==> src/rtl/loc_arb_pkg.sv <==
package loc_arb_pkg;
  // Bit positions inside the per-locality ownership byte; software decodes these.
  localparam int unsigned BIT_VALID  = 7;
  localparam int unsigned BIT_ACTIVE = 5;
  localparam int unsigned BIT_PEND   = 2;
  localparam int unsigned BIT_REQ    = 1;

  // Decoded write command to an ownership register.
  typedef struct packed {
    logic req;   // bit 1 written as 1
    logic drop;  // bit 5 written as 1
  } own_cmd_t;
endpackage

==> src/rtl/loc_addr_decode.sv <==
module loc_addr_decode #(
  parameter int unsigned ADDR_W    = 16,
  parameter int unsigned LOC_SHIFT = 12,
  parameter int unsigned NUM_LOC   = 5,
  parameter int unsigned LOC_W     = 3
) (
  input  logic [ADDR_W-1:0] addr,
  output logic              hit,
  output logic [LOC_W-1:0]  loc
);
  localparam int unsigned HI_LSB = LOC_SHIFT + LOC_W;

  logic off_zero;
  logic hi_zero;
  logic in_range;

  assign loc      = addr[LOC_SHIFT +: LOC_W];
  assign off_zero = (addr[LOC_SHIFT-1:0] == '0);
  assign hi_zero  = ((addr >> HI_LSB) == '0);
  assign in_range = ({1'b0, loc} < (LOC_W+1)'(NUM_LOC));
  assign hit      = off_zero && hi_zero && in_range;
endmodule

==> src/rtl/loc_req_bank.sv <==
module loc_req_bank
  import loc_arb_pkg::*;
#(
  parameter int unsigned NUM_LOC = 5,
  parameter int unsigned LOC_W   = 3
) (
  input  logic               clk,
  input  logic               rst_n,
  input  logic [NUM_LOC-1:0] wr_hit_vec,
  input  own_cmd_t           cmd,
  input  logic               owner_vld,
  input  logic [LOC_W-1:0]   owner_id,
  input  logic [NUM_LOC-1:0] grant_vec,
  output logic [NUM_LOC-1:0] pending
);
  for (genvar g = 0; g < NUM_LOC; g++) begin : g_slot
    logic is_owner;
    logic set_req;
    logic clr_req;

    assign is_owner = owner_vld && (owner_id == LOC_W'(g));
    assign set_req  = wr_hit_vec[g] && cmd.req && !cmd.drop && !is_owner;
    assign clr_req  = (wr_hit_vec[g] && cmd.drop && !is_owner) || grant_vec[g];

    always_ff @(posedge clk or negedge rst_n) begin
      if (!rst_n)       pending[g] <= 1'b0;
      else if (clr_req) pending[g] <= 1'b0;
      else if (set_req) pending[g] <= 1'b1;
    end
  end

  // the owning locality never carries a waiting flag
  p_owner_not_waiting_r4: assert property (@(posedge clk) disable iff (!rst_n)
    owner_vld |-> !pending[owner_id]);
endmodule

==> src/rtl/loc_grant.sv <==
module loc_grant #(
  parameter int unsigned NUM_LOC = 5,
  parameter int unsigned LOC_W   = 3
) (
  input  logic               clk,
  input  logic               rst_n,
  input  logic [NUM_LOC-1:0] pending,
  input  logic               release_req,
  output logic               owner_vld,
  output logic [LOC_W-1:0]   owner_id,
  output logic [NUM_LOC-1:0] grant_vec,
  output logic               loc_chg_evt
);
  logic [LOC_W-1:0] pick_id;
  logic             any_wait;
  logic             do_grant;

  // Highest-numbered waiter wins: later iterations override earlier ones.
  always_comb begin
    pick_id = '0;
    for (int i = 0; i < NUM_LOC; i++)
      if (pending[i]) pick_id = LOC_W'(i);
  end

  assign any_wait  = |pending;
  assign do_grant  = !owner_vld && any_wait;
  assign grant_vec = do_grant ? (NUM_LOC'(1) << pick_id) : '0;

  always_ff @(posedge clk or negedge rst_n) begin
    if (!rst_n) begin
      owner_vld   <= 1'b0;
      owner_id    <= '0;
      loc_chg_evt <= 1'b0;
    end else begin
      loc_chg_evt <= 1'b0;
      if (owner_vld && release_req) begin
        owner_vld   <= 1'b0;
        loc_chg_evt <= 1'b1;
      end else if (do_grant) begin
        owner_vld   <= 1'b1;
        owner_id    <= pick_id;
        loc_chg_evt <= 1'b1;
      end
    end
  end

  // a free interface with a waiter is granted at the next edge
  p_free_grant_r4: assert property (@(posedge clk) disable iff (!rst_n)
    (!owner_vld && any_wait) |=> owner_vld);
  // release empties the slot
  p_release_r6: assert property (@(posedge clk) disable iff (!rst_n)
    (owner_vld && release_req) |=> !owner_vld);
  // an owner that does not release keeps its id
  p_hold_r6: assert property (@(posedge clk) disable iff (!rst_n)
    (owner_vld && !release_req) |=> (owner_vld && $stable(owner_id)));
  // the pulse matches an ownership change exactly
  p_evt_follows_change_r9: assert property (@(posedge clk) disable iff (!rst_n)
    loc_chg_evt |-> ($rose(owner_vld) || $fell(owner_vld)));
  p_change_has_evt_r9: assert property (@(posedge clk) disable iff (!rst_n)
    ($rose(owner_vld) || $fell(owner_vld)) |-> loc_chg_evt);
endmodule

==> src/rtl/loc_access_arbiter.sv <==
module loc_access_arbiter
  import loc_arb_pkg::*;
#(
  parameter int unsigned NUM_LOC   = 5,
  parameter int unsigned ADDR_W    = 16,
  parameter int unsigned LOC_SHIFT = 12,
  parameter int unsigned DATA_W    = 8
) (
  input  logic              clk,
  input  logic              rst_n,
  input  logic              init_done,
  input  logic [ADDR_W-1:0] bus_addr,
  input  logic              bus_wr,
  input  logic [DATA_W-1:0] bus_wdata,
  output logic [DATA_W-1:0] bus_rdata,
  output logic              owner_valid,
  output logic [2:0]        owner_id,
  output logic              loc_chg_evt
);
  localparam int unsigned LOC_W = (NUM_LOC > 1) ? $clog2(NUM_LOC) : 1;

  logic               valid_q;
  logic               acc_hit;
  logic [LOC_W-1:0]   acc_loc;
  logic [NUM_LOC-1:0] wr_hit_vec;
  logic [NUM_LOC-1:0] pending;
  logic [NUM_LOC-1:0] grant_vec;
  logic               own_vld;
  logic [LOC_W-1:0]   own_id;
  logic               release_req;
  logic               sel_owner;
  logic               others_wait;
  own_cmd_t           cmd;

  always_ff @(posedge clk or negedge rst_n) begin
    if (!rst_n) valid_q <= 1'b0;
    else        valid_q <= valid_q | init_done;
  end

  loc_addr_decode #(
    .ADDR_W(ADDR_W), .LOC_SHIFT(LOC_SHIFT), .NUM_LOC(NUM_LOC), .LOC_W(LOC_W)
  ) u_dec (
    .addr(bus_addr), .hit(acc_hit), .loc(acc_loc)
  );

  assign cmd.req  = bus_wdata[BIT_REQ];
  assign cmd.drop = bus_wdata[BIT_ACTIVE];

  for (genvar g = 0; g < NUM_LOC; g++) begin : g_hit
    assign wr_hit_vec[g] = valid_q && bus_wr && acc_hit && (acc_loc == LOC_W'(g));
  end

  assign sel_owner   = own_vld && (own_id == acc_loc);
  assign release_req = |wr_hit_vec && cmd.drop && sel_owner;

  loc_req_bank #(.NUM_LOC(NUM_LOC), .LOC_W(LOC_W)) u_bank (
    .clk(clk), .rst_n(rst_n), .wr_hit_vec(wr_hit_vec), .cmd(cmd),
    .owner_vld(own_vld), .owner_id(own_id), .grant_vec(grant_vec),
    .pending(pending)
  );

  loc_grant #(.NUM_LOC(NUM_LOC), .LOC_W(LOC_W)) u_grant (
    .clk(clk), .rst_n(rst_n), .pending(pending), .release_req(release_req),
    .owner_vld(own_vld), .owner_id(own_id), .grant_vec(grant_vec),
    .loc_chg_evt(loc_chg_evt)
  );

  assign others_wait = |(pending & ~(NUM_LOC'(1) << acc_loc));

  always_comb begin
    bus_rdata = '0;
    if (valid_q && acc_hit) begin
      bus_rdata[BIT_VALID]  = 1'b1;
      bus_rdata[BIT_ACTIVE] = sel_owner;
      bus_rdata[BIT_PEND]   = sel_owner && others_wait;
      bus_rdata[BIT_REQ]    = pending[acc_loc];
    end
  end

  assign owner_valid = own_vld;
  assign owner_id    = 3'(own_id);

  // nothing is held before start-up completes
  p_quiet_until_valid_r2: assert property (@(posedge clk) disable iff (!rst_n)
    !valid_q |-> (!own_vld && (pending == '0)));
  // valid never drops once set
  p_valid_sticky_r2: assert property (@(posedge clk) disable iff (!rst_n)
    valid_q |=> valid_q);
endmodule

==> config.mk <==
export PLATFORM = sky130hd
export DESIGN_NAME = loc_access_arbiter
export DESIGN_NICKNAME = d
export VERILOG_FILES = /design/src/rtl/loc_arb_pkg.sv /design/src/rtl/loc_addr_decode.sv /design/src/rtl/loc_req_bank.sv /design/src/rtl/loc_grant.sv /design/src/rtl/loc_access_arbiter.sv
export SDC_FILE = /design/constraint.sdc
export NUM_CORES = 1
export LEC_CHECK = 0
export BUFFER_PORTS_ARGS = -buffer_cell sky130_fd_sc_hd__buf_2
export CAP_MARGIN = 15
export CORE_MARGIN = 2
export CORE_UTILIZATION = 47
export DETAILED_ROUTE_END_ITERATION = 8
export PLACE_DENSITY = 0.79
export RECOVER_POWER = 25
export SYNTH_ARGS = -nofsm -noshare
export SYNTH_HDL_FRONTEND = slang
export SYNTH_SLANG_ARGS = --single-unit
==> constraint.sdc <==
create_clock -name clk -period 1.6 [get_ports clk]
set_input_delay 0.24 -clock clk [delete_from_list [all_inputs] [get_ports clk]]
set_output_delay 0.24 -clock clk [all_outputs]
set_load 0.01 [all_outputs]
Word level (Yosys, flattened, before mapping)
Index checks and enable logic that the tools add are counted. Widths: inputs -> output; s select.

Register bits: 11. Bits in latches: 0. Memory bits (writable): 0. Bits in read-only memories: 0. Output and inout bits: 13. Memories: 0.

Add/subtract/negate cells: 0. Multiply operators: 0. Divide/modulo/power cells: 0. Order comparisons: 2. Equal/unequal tests: 9. Shift operators: 2. Mux-type cells: 24. Bitwise logic cells: 4. Reduce and logical (&&, ||, !) cells: 72.

Operators by type and width (count): $logic_and 1x1->1 (46); $mux 1 (18); $logic_not 16->1 (1); $reduce_or 5->1 (3); $eq 3x2->1 const B (4); $logic_not 12->1 (1); $reduce_bool 2->1 (6); $shl 1x3->5 const A (2); $mux 3 (3); $logic_not 1->1 (7); $eq 3x1->1 const B (2); $eq 3x3->1 const B (2); $logic_not 3->1 (2); $and 5x5->5 (1); $logic_or 1x1->1 (5); $mux 5 (1); $not 5->5 (1); $lt 3x4->1 const B (1); $bmux 1 s3 (1); $eq 3x3->1 (1); $lt 3x3->1 const B (1); $mux 2 (1); $reduce_and 2->1 (1); $not 1->1 (1); $or 1x1->1 (1).

Logic depth before layout (Yosys ltp)
Gate-level depths: netlist of run 1.

Word-level depth: 11. Mapped depth: 6. Mapped depth without buffers: 4.

By module
Synthesis of run 1 repeated with hierarchy kept, for this count alone.

Cells, all modules: 103. Area total of the unflattened synthesis: 922.1 um2.

Modules (own cells, without submodules): loc_access_arbiter (times used 1, cells an instance 44, area each 304.0 um2, sequential area each 25.0 um2); loc_grant (times used 1, cells an instance 30, area each 299.0 um2, sequential area each 125.1 um2); loc_req_bank (times used 1, cells an instance 20, area each 256.5 um2, sequential area each 125.1 um2); loc_addr_decode (times used 1, cells an instance 9, area each 62.6 um2, sequential area each 0.0 um2).

Worst setup path after synthesis of run 1
Ideal clock, no wire load.

Path kind: reg2out. Start: register u_grant.owner_id[0]. End: output port bus_rdata[2]. Arrival time: 1.394 ns. Data required time: 1.360 ns. Slack: -0.034 ns. Cell stages (with the launch flop): 5. Buffers on the path: 0. Path through: dfrtp_1 > xnor2_1 > nand4_1 > nor3_1 > a21boi_1.

Cells in the longest elaborated chain, start to end: 4.

Ends and longest elaborated chain: start: declaration (RTL line loc_grant.sv:10) `output logic [LOC_W-1:0] owner_id,`; start signal: assignment (RTL line loc_grant.sv:41) `owner_id <= pick_id;`; $eq 3x3->1 (RTL line loc_access_arbiter.sv:53) `assign sel_owner = own_vld && (own_id == acc_loc);`; $logic_and 1x1->1 (RTL line loc_access_arbiter.sv:53); $logic_and 1x1->1 (RTL line loc_access_arbiter.sv:75) `bus_rdata[BIT_PEND] = sel_owner && others_wait;`; $mux 2 (RTL line loc_access_arbiter.sv:72) `if (valid_q && acc_hit) begin`; end: declaration (RTL line loc_access_arbiter.sv:15) `output logic [DATA_W-1:0] bus_rdata,`.

Every way passes these cells.

Worst setup path in the final report of run 1
Start: register u_bank.pending[3]. End: output port bus_rdata[1].

Cells in the longest elaborated chain, start to end: 3.

Ends and longest elaborated chain: start: declaration (RTL line loc_req_bank.sv:14) `output logic [NUM_LOC-1:0] pending`; start signal: indexed assignment (RTL line loc_req_bank.sv:26) `if (!rst_n) pending[g] <= 1'b0;`; start signal: indexed assignment (RTL line loc_req_bank.sv:27) `else if (clr_req) pending[g] <= 1'b0;`; start signal: indexed assignment (RTL line loc_req_bank.sv:28) `else if (set_req) pending[g] <= 1'b1;`; $bmux 1 s3 (RTL line loc_access_arbiter.sv:76) `bus_rdata[BIT_REQ] = pending[acc_loc];`; $mux 1 (implied by the code) (RTL line loc_access_arbiter.sv:76); $mux 2 (RTL line loc_access_arbiter.sv:72).

Every way passes these cells. The select of a mux whose other input is x is not followed.

==> impl_metrics.ini, run 1 <==
[clocking]
htreeDepth = 1
cts_tree = done
cts.sinks = 11
cts_inserted_buffers = 3
worst_skew_pair.late_latency_ns = 0.28
cts-root-buf = clkbuf_4
clkTransAtPathRegs_ns = 0.08
clk_path_buf_depth = 2

[cells_and_area]
fin_util = 0.677
syn_to_final_growth_pct = 36.2
fin_nets = 183
layout_common_cells = buf_2, buf_4, nor2_1, dfrtp_1, nand2_1
final_common_cell = buf_2
num_antenna_cells = 0
fillerInstances = 182
drive_above_1_share = 0.506

[floorplanning]
io_pins = 41
core_region_area_um2 = 1960
die_width_um = 49.6
dieArea_um2 = 2460
initial_core_util = 0.497
die_y_um = 49.6
std_cell_rows = 16

[synthesis]
synth_mux_area_frac = 0.0333
postSynthCellCount = 106
netlist_area_um2 = 976
synth_top_family_by_area = simple AND/OR/NAND/NOR gates
synth_xor_xnor_area_share = 0.0269
synth_compound_area_frac = 0.249
ys.flop_type = dfrtp_1
synth-edff-count = 0
synth-simple-area-share = 0.297
ys_warn_count = 0
synthAdderAreaFrac = 0
syn_avg_cell_area_um2 = 9.21
ys_seq_area_frac = 0.282
synth_async_sr_flop_share = 1.00
synth_cell_type_count = 48
ys_seq_elements = 11

[pwr]
p_leak_nw = 0.561
p_per_area_nw_per_um2 = 439
ir_drop_v = 0.000412
combPwrFrac = 0.171
clkPwrFrac = 0.352
p_int_w = 0.000420
seqPwrFrac = 0.476
power.net_switching_w = 0.000163
p_total_w = 0.000583
p_sw_frac = 0.280

[worst_setup_path]
cp-start-kind = register
required_ns = 1.36
path_max_fanout = 2
r2r_cells = 7
crit_family = multiplexers
slowest_stage = mux4_2
worstPathBufferInverterCount = 1
arrival_ns = 1.64
r2r_start = u_bank.pending[3]$_DFFE_PN0P_
path_class = register to output pin
cp-end-kind = output pin
crit_chain = mux4_2 -> nor2b_1 -> a31oi_1 -> nor3_1 -> buf_2
reg2reg_setup_slack_ns = -0.14
reg2reg_to = u_grant.owner_id[1]$_DFFE_PN0P_
slowest_delay_ns = 0.48

[routing]
wl_um = 2790
firstDrtPassIters = 5
wire_per_inst_um = 15.4
via_per_inst = 5.86
drc = 0
vias = 1060
route.antenna.remaining_nets = 0
first_iter_violations = 19

[sta]
min_period_ns = 1.88
worstMarginPinSlew_ns = 0.644
tns_ns = -1.03
whs_ns = 0.146
final_hold_viol_count = 0
post-route-period-util = 1.18
relSlewSlack = 0.571
finalClockSkew_ns = 0.00468
rsz0062_at_grt = yes
setup_ws_ns = -0.282
fmax_ghz = 0.531
slew_viol_final = 0
setup_viol = 9

[placement]
port_buffers = 30
post-dp-hpwl_um = 2090
gp_routability_congestion = 0.869

[global_route]
grt_max_degree = 13
grtUsageTotal = 0.232
antenna_found_initial = 0
grt_pass1_vias = 1009
grt_pass1_wl_um = 4330
gr-total-overflow = 0

[worst_hold_path]
min_path_cells = 2
worstHoldStart = init_done
min_path_type = input port to register
hold_end = valid_q$_DFF_PN0_

[run_status]
outcome = finished, violations left
violations = setup timing

[job]
max_cap_violations = 0
-- power groups by stage --
stage          clock, W  sequential (W)  combinational, W
2_1_floorplan         0        0.000283         0.0000605
3_3_place_gp          0        0.000283         0.0000907
3_5_place_dp          0        0.000283         0.0000952
4_1_cts        0.000206        0.000278         0.0000974
5_1_grt        0.000223        0.000278          0.000108
6_report       0.000205        0.000278         0.0000999
-- synth_stat cells, types with 2 or more instances --
master    instances  share of area
a21oi_1           2          0.010
a31o_1            3          0.027
a31oi_1           4          0.026
and2_1            2          0.013
and4_1            2          0.018
buf_4             6          0.046
buf_6             4          0.046
dfrtp_1          11           0.28
inv_1             3          0.012
nand2_1           6          0.023
nand3b_1          2          0.015
nand4_1           3          0.019
nor2_1           10          0.038
nor3_1            6          0.031
o21ai_0           3          0.015
o21ai_2           2          0.018
o31ai_1           4          0.031
xnor2_1           3          0.027
-- worst register-to-register path, cell delays in order (launching register included) --
cell and delay (ns):
dfrtp_1 0.39, buf_4 0.14, buf_6 0.11, buf_6 0.11, or4_4 0.53, o21ai_4 0.22
nand2_1 0.08, o31ai_1 0.07
-- what timing repair did --
action / CTS / global route
endpoints found under the setup margin: 3 / 9
hold endpoints to repair: 11 / 0
hold buffers: 1 / 0
pin swaps: 4 / 9
resized for setup: 5 / 11
buffers inserted: 5 / 3
-- metal layers --
layer / track usage / part of all wire / vias to the layer above
met5: 0 / 0 / -
met4: 0.0694 / 0.012 / 0
met3: 0.0636 / 0.050 / 5
met2: 0.436 / 0.52 / 43
met1: 0.247 / 0.41 / 519
li1: - / - / 493
-- through the flow --
stage               cell area [µm²]  instances  setup WS [ns]
floorplan                       992        109         0.0289
global placement               1180        168         0.0369
detailed placement             1180        168        -0.0751
CTS                            1270        178         -0.278
global route                   1330        181         -0.331
finish                         1330        181         -0.282
-- logic make-up after synthesis --
logic type / after synthesis
mux: 2
other cells: 1
simple gates: 44
flops: 11
compound gates: 31
xor+xnor: 3
buf+inv: 14
-- state kept, by name, summed over array words and instances, names as in the netlist --
register / flops
valid_q: 1
u_grant.owner_vld: 1
u_grant.loc_chg_evt: 1
u_bank.pending: 5
u_grant.owner_id: 3
-- how the worst max path moves through the flow --
stage                             startpoint                            end  slack [ns]  depth (start not counted)
2_1_floorplan  u_grant.owner_vld$_DFFE_PN0P_  u_bank.pending[0]$_DFFE_PN0P_        0.03                          5
3_3_place_gp                     bus_addr[8]                   bus_rdata[2]        0.04                          6
3_5_place_dp                     bus_addr[8]                   bus_rdata[2]       -0.08                          6
4_1_cts        u_bank.pending[3]$_DFFE_PN0P_                   bus_rdata[1]       -0.28                          5
5_1_grt        u_bank.pending[2]$_DFFE_PN0P_                   bus_rdata[1]       -0.33                          5
6_report       u_bank.pending[3]$_DFFE_PN0P_                   bus_rdata[1]       -0.28                          5
-- cell type report --
| class | instances | area (µm²) | share of cell area |
|---|---|---|---|
| multi-input combinational | 84 | 652 | 0.491 |
| timing repair buffer | 52 | 328 | 0.247 |
| sequential | 11 | 278 | 0.209 |
| tap | 27 | 33.8 | 0.0254 |
| clock buffer | 4 | 26.3 | 0.0198 |
| inverter | 3 | 11.3 | 0.00847 |
(Power assumes the default switching activity.)
==> run 2, diff against run 1 <==
--- a/config.mk
+++ b/config.mk
@@ -5,6 +5,7 @@
 export SDC_FILE = /design/constraint.sdc
 export NUM_CORES = 1
 export LEC_CHECK = 0
+export ABC_AREA = 1
 export BUFFER_PORTS_ARGS = -buffer_cell sky130_fd_sc_hd__buf_2
 export CAP_MARGIN = 15
 export CORE_MARGIN = 2
==> run 2 against run 1 <==
  * The flow still finishes with violations (setup timing)
  * Worst hold slack got worse by 0.010 ns
  * Final area rose by 0.94%
  * Clock skew rose by 0.0014 ns
  * Non-clock buffer count fell by 1
  * Sequential cell count did not move
  * Area after synthesis rose by 0.38%
  * Largest cell class unchanged
  * Largest power group unchanged
==> impl_metrics.ini, run 2 <==
[sta]
rsz0062_at_grt = yes
fmax_ghz = 0.593
whs_ns = 0.136
worstMarginPinSlew_ns = 0.621
tns_ns = -0.148
final_hold_viol_count = 0
min_period_ns = 1.69
slew_viol_final = 0
setup_ws_ns = -0.0876
post-route-period-util = 1.05
relSlewSlack = 0.586
finalClockSkew_ns = 0.00607
setup_viol = 2

[worst_setup_path]
required_ns = 1.36
arrival_ns = 1.45
cp-end-kind = output pin
path_class = register to output pin
cp-start-kind = register
path_max_fanout = 3

[routing]
vias = 1221
first_iter_violations = 30
via_per_inst = 5.13
firstDrtPassIters = 4
drc = 0
route.antenna.remaining_nets = 0
wl_um = 2990
wire_per_inst_um = 12.6

[pwr]
p_per_area_nw_per_um2 = 441
p_total_w = 0.000592
p_leak_nw = 0.721
ir_drop_v = 0.000407

[synthesis]
ys_warn_count = 0
synth-edff-count = 0
syn_avg_cell_area_um2 = 6.24
ys_seq_elements = 11
ys.flop_type = dfrtp_1
synth_async_sr_flop_share = 1.00
netlist_area_um2 = 980
ys_top_cells_by_count = nor2_1, inv_1, nand2_1
yosysTopAreaCell = dfrtp_1
yosysMostFrequentCell = nor2_1
synth_cell_type_count = 24
synth_top_area_share = 0.281
ys_seq_area_frac = 0.281
postSynthCellCount = 157
synth_area_leaders = dfrtp_1, nor2_1, inv_1

[clocking]
htreeDepth = 1
cts_inserted_buffers = 3
clkTransAtPathRegs_ns = 0.08
cts_tree = done
cts.sinks = 11
worst_skew_pair.late_latency_ns = 0.28
clk_path_buf_depth = 2
cts-root-buf = clkbuf_4

[cells_and_area]
drive_above_1_share = 0.313
final_common_cell = nor2_1
fin_nets = 240
stdcell_count = 238
num_antenna_cells = 0
top_register = u_bank.pending
fin_util = 0.684
layout_common_cells = nor2_1, buf_2, inv_1, nand2_1, buf_4
largest_reg_flops = 5
reg_top3 = u_bank.pending: 5 flops, u_grant.owner_id: 3 flops
syn_to_final_growth_pct = 36.9

[floorplanning]
die_width_um = 49.7
core_region_area_um2 = 1960
dieArea_um2 = 2470
die_y_um = 49.7
io_pins = 41
std_cell_rows = 16
initial_core_util = 0.499

[global_route]
grt_pass1_vias = 1168
gr-total-overflow = 0
grt_pass1_wl_um = 4860
grt_max_degree = 12
grtUsageTotal = 0.251
antenna_found_initial = 0

[worst_hold_path]
min_path_type = input port to register

[placement]
gp_routability_congestion = 0.966
post-dp-hpwl_um = 2170
port_buffers = 30
dp.cells = 222

[run_status]
outcome = finished, violations left
violations = setup timing

[job]
max_cap_violations = 0
run 2: worst max-delay path, cell delays in order (launching register included):
cell and delay [ns]:
dfrtp_1 0.42, inv_2 0.07, nand2_1 0.06, nand2_1 0.05, a21oi_2 0.11, nand3_2 0.11, nor2_4 0.11, o21a_1 0.12
buf_2 0.12
run 2: metal layers:
layer	track usage	part of all wire	wire length [µm]
met4	0.106	0.019	57
met5	0	0	0
met1	0.316	0.41	1230
met2	0.427	0.48	1440
met3	0.0333	0.089	266
run 2: stage by stage:
step / worst slack [ns] / instance area [µm²]
2_1_floorplan: 0.166 / 991
3_3_place_gp: 0.131 / 1210
3_5_place_dp: 0.131 / 1210
4_1_cts: -0.0552 / 1310
5_1_grt: -0.162 / 1340
6_report: -0.0876 / 1340
run 2: repair_timing:
item                                    CTS  global route
hold endpoints to repair                 11             0
pin swaps                                 3             1
endpoints found under the setup margin    2             4
gates resized for setup                   1             2
buffers inserted                          7             4
hold buffers                              1             0
run 2: area by class of cell:
class	instances	area [µm²]
inverter	27	106
fill	188	621
sequential	11	277
timing repair buffer	51	315
clock buffer	4	26.3
multi-input combinational	118	583
tap	27	33.8
run 2: logic make-up after synthesis:
logic type	count (synthesis)	share of synthesized area
flip-flops	11	0.281
buffers and inverters	31	0.139
AO/OA/AOI/OAI	15	0.0869
other	1	0.00383
AND/OR/NAND/NOR	99	0.489
run 2: path summary, 6_finish.rpt:
check	slack (ns)	to	start	depth (start not counted)
max in group asynchronous	0.69	u_bank.pending[3]$_DFFE_PN0P_	rst_n	2
min in group asynchronous	0.47	u_bank.pending[4]$_DFFE_PN0P_	rst_n	2
max reg2reg	0.01	u_bank.pending[2]$_DFFE_PN0P_	u_grant.owner_id[0]$_DFFE_PN0P_	10
min	0.14	valid_q$_DFF_PN0_	init_done	2
max	-0.09	bus_rdata[2]	u_grant.owner_id[0]$_DFFE_PN0P_	8
min reg2reg	0.52	u_bank.pending[1]$_DFFE_PN0P_	u_bank.pending[1]$_DFFE_PN0P_	2
run 2: power by group:
| part | switching, W | total [W] | internal, W |
|---|---|---|---|
| sequential | 0.0000000147 | 0.000278 | 0.000278 |
| clock | 0.000107 | 0.000204 | 0.0000970 |
| combinational | 0.0000651 | 0.000110 | 0.0000448 |
| total | 0.000172 | 0.000592 | 0.000419 |
==> run 3, diff against run 2 <==
--- a/config.mk
+++ b/config.mk
@@ -6,13 +6,14 @@
 export NUM_CORES = 1
 export LEC_CHECK = 0
 export ABC_AREA = 1
-export BUFFER_PORTS_ARGS = -buffer_cell sky130_fd_sc_hd__buf_2
 export CAP_MARGIN = 15
 export CORE_MARGIN = 2
-export CORE_UTILIZATION = 47
+export CORE_UTILIZATION = 48
 export DETAILED_ROUTE_END_ITERATION = 8
-export PLACE_DENSITY = 0.79
+export DONT_BUFFER_PORTS = 1
+export PLACE_DENSITY = 0.62
 export RECOVER_POWER = 25
+export SLEW_MARGIN = 5
 export SYNTH_ARGS = -nofsm -noshare
 export SYNTH_HDL_FRONTEND = slang
 export SYNTH_SLANG_ARGS = --single-unit
==> run 3 against run 2 <==
  * The run still ends with setup timing left
  * Sequential share of layout area grew 3.6 points
  * Count of clock-buffer cells in the layout is the same
  * Final area shrank 14%
  * Sequential power is essentially flat
  * Global-route usage shrank 1.6 points
  * Die area shrank 1.9%
  * Final cell count shrank 15%
  * Non-clock buffer count shrank 36
  * Clock skew grew 0.0041 ns
  * Setup slack gained 0.066 ns
  * Worst hold slack lost 0.062 ns
  * Critical path type unchanged
  * Combinational power shrank 34%
==> impl_metrics.ini, run 3 (synthesis results as in run 2) <==
[pwr]
seqPwrFrac = 0.507
clkPwrFrac = 0.361
p_int_w = 0.000400
p_sw_frac = 0.271
p_total_w = 0.000549
p_per_area_nw_per_um2 = 478
combPwrFrac = 0.133
p_leak_nw = 0.565
ir_drop_v = 0.000528
power.net_switching_w = 0.000149

[clocking]
cts-root-buf = clkbuf_4
htreeDepth = 1
clk_path_buf_depth = 2
cts.sinks = 11
cts_tree = done
clkTransAtPathRegs_ns = 0.08
worst_skew_pair.late_latency_ns = 0.28
cts_inserted_buffers = 3

[cells_and_area]
layout_common_cells = nor2_1, inv_1, nand2_1, nand3_1, buf_4
top_register = u_bank.pending
num_antenna_cells = 0
drive_above_1_share = 0.194
fillerInstances = 185
multi_input_area_um2 = 589
final_common_cell = nor2_1
syn_to_final_growth_pct = 17.2
reg_top3 = u_bank.pending: 5 flops, u_grant.owner_id: 3 flops
largest_reg_flops = 5
fin_nets = 204
seqCellArea_um2 = 278

[worst_setup_path]
cp-end-kind = output pin
worstPathBufferInverterCount = 1
slowest_delay_ns = 0.39
slowest_stage = dfrtp_1
cp-start-kind = register
arrival_ns = 1.38
required_ns = 1.36
crit_chain = inv_2 -> nand2_1 -> nand2_1 -> a21oi_2 -> nand3_2 -> nor2_4 -> o21a_1
crit_family = flip-flops
path_class = register to output pin
crit_top_cell = nand2_1
path_max_fanout = 3

[placement]
gp_routability_congestion = 0.920
post-dp-hpwl_um = 1960
port_buffers = 0

[sta]
finalClockSkew_ns = 0.0102
setup_ws_ns = -0.0215
relSlewSlack = 0.639
slew_viol_final = 0
post-route-period-util = 1.01
final_hold_viol_count = 0
tns_ns = -0.0215
setup_viol = 1
worstMarginPinSlew_ns = 0.539
min_period_ns = 1.62
rsz0062_at_grt = yes
fmax_ghz = 0.617

[global_route]
grt_pass1_vias = 982
grt_max_degree = 12
grtUsageTotal = 0.235
antenna_found_initial = 0
gr-total-overflow = 0
grt_pass1_wl_um = 4350

[worst_hold_path]
min_path_type = input port to register

[floorplanning]
io_pins = 41
dieArea_um2 = 2420
std_cell_rows = 16
die_width_um = 49.2
die_y_um = 49.2
core_region_area_um2 = 1940
initial_core_util = 0.505

[routing]
routed-wl-met3_um = 249
maxUsedRoutingLayer = met4
via_per_inst = 5.29
firstDrtPassIters = 4
wl_um = 2500
first_iter_violations = 50
wl_met2_um = 1140
met1_length_um = 1070
drc = 0
route.antenna.remaining_nets = 0
wire_per_inst_um = 12.4
vias = 1068

[run_status]
violations = setup timing
outcome = finished, violations left

[job]
max_cap_violations = 0
run 3: final timing paths:
path	start	endpoint	slack [ns]	cells after the start
setup / recovery	u_grant.owner_id[0]$_DFFE_PN0P_	bus_rdata[2]	-0.02	7
setup reg to reg	u_bank.pending[3]$_DFFE_PN0P_	u_bank.pending[2]$_DFFE_PN0P_	0.25	7
max in group asynchronous	rst_n	u_bank.pending[3]$_DFFE_PN0P_	0.84	1
hold reg to reg	u_bank.pending[1]$_DFFE_PN0P_	u_bank.pending[1]$_DFFE_PN0P_	0.51	2
hold / removal	init_done	valid_q$_DFF_PN0_	0.07	1
min in group asynchronous	rst_n	u_bank.pending[0]$_DFFE_PN0P_	0.37	1
run 3: power groups by stage:
stage	Clock, W	Combinational (W)	Sequential (W)
floorplan	0	0.0000578	0.000283
global placement	0	0.0000594	0.000283
detailed placement	0	0.0000604	0.000283
CTS	0.000207	0.0000710	0.000278
global route	0.000213	0.0000829	0.000278
finish	0.000198	0.0000727	0.000278
run 3: through the flow:
stage          instance area [µm²]  utilization  setup WS (ns)  hold slack, ns  std cells
2_1_floorplan                  991            -          0.166         -0.0556        160
3_3_place_gp                  1070        0.551          0.221         -0.0552        193
3_5_place_dp                  1070        0.551          0.207         -0.0551        193
4_1_cts                       1140        0.585        0.00320          0.0654        201
5_1_grt                       1150        0.591        -0.0980          0.0681        202
6_report                      1150        0.591        -0.0215          0.0739        202
run 3: cell type report:
class / instances / share of cell area
clock buffers: 4 / 0.0229
inverters: 27 / 0.0926
multi-input cells: 118 / 0.513
flip-flops and latches: 11 / 0.242
well taps: 27 / 0.0294
repair buffers: 15 / 0.100
run 3: routing by layer:
metal / up-vias / global-route usage
met5: - / 0
met2: 52 / 0.356
met3: 5 / 0.0552
met4: 0 / 0.100
met1: 473 / 0.318
li1: 538 / -
run 3: timing repair:
action                     CTS  global route
buffers inserted             3             1
pin swaps                    2             1
hold endpoints to repair    11             0
gates resized for setup      2             3
hold buffers                 1             0
setup endpoints to repair    3             4
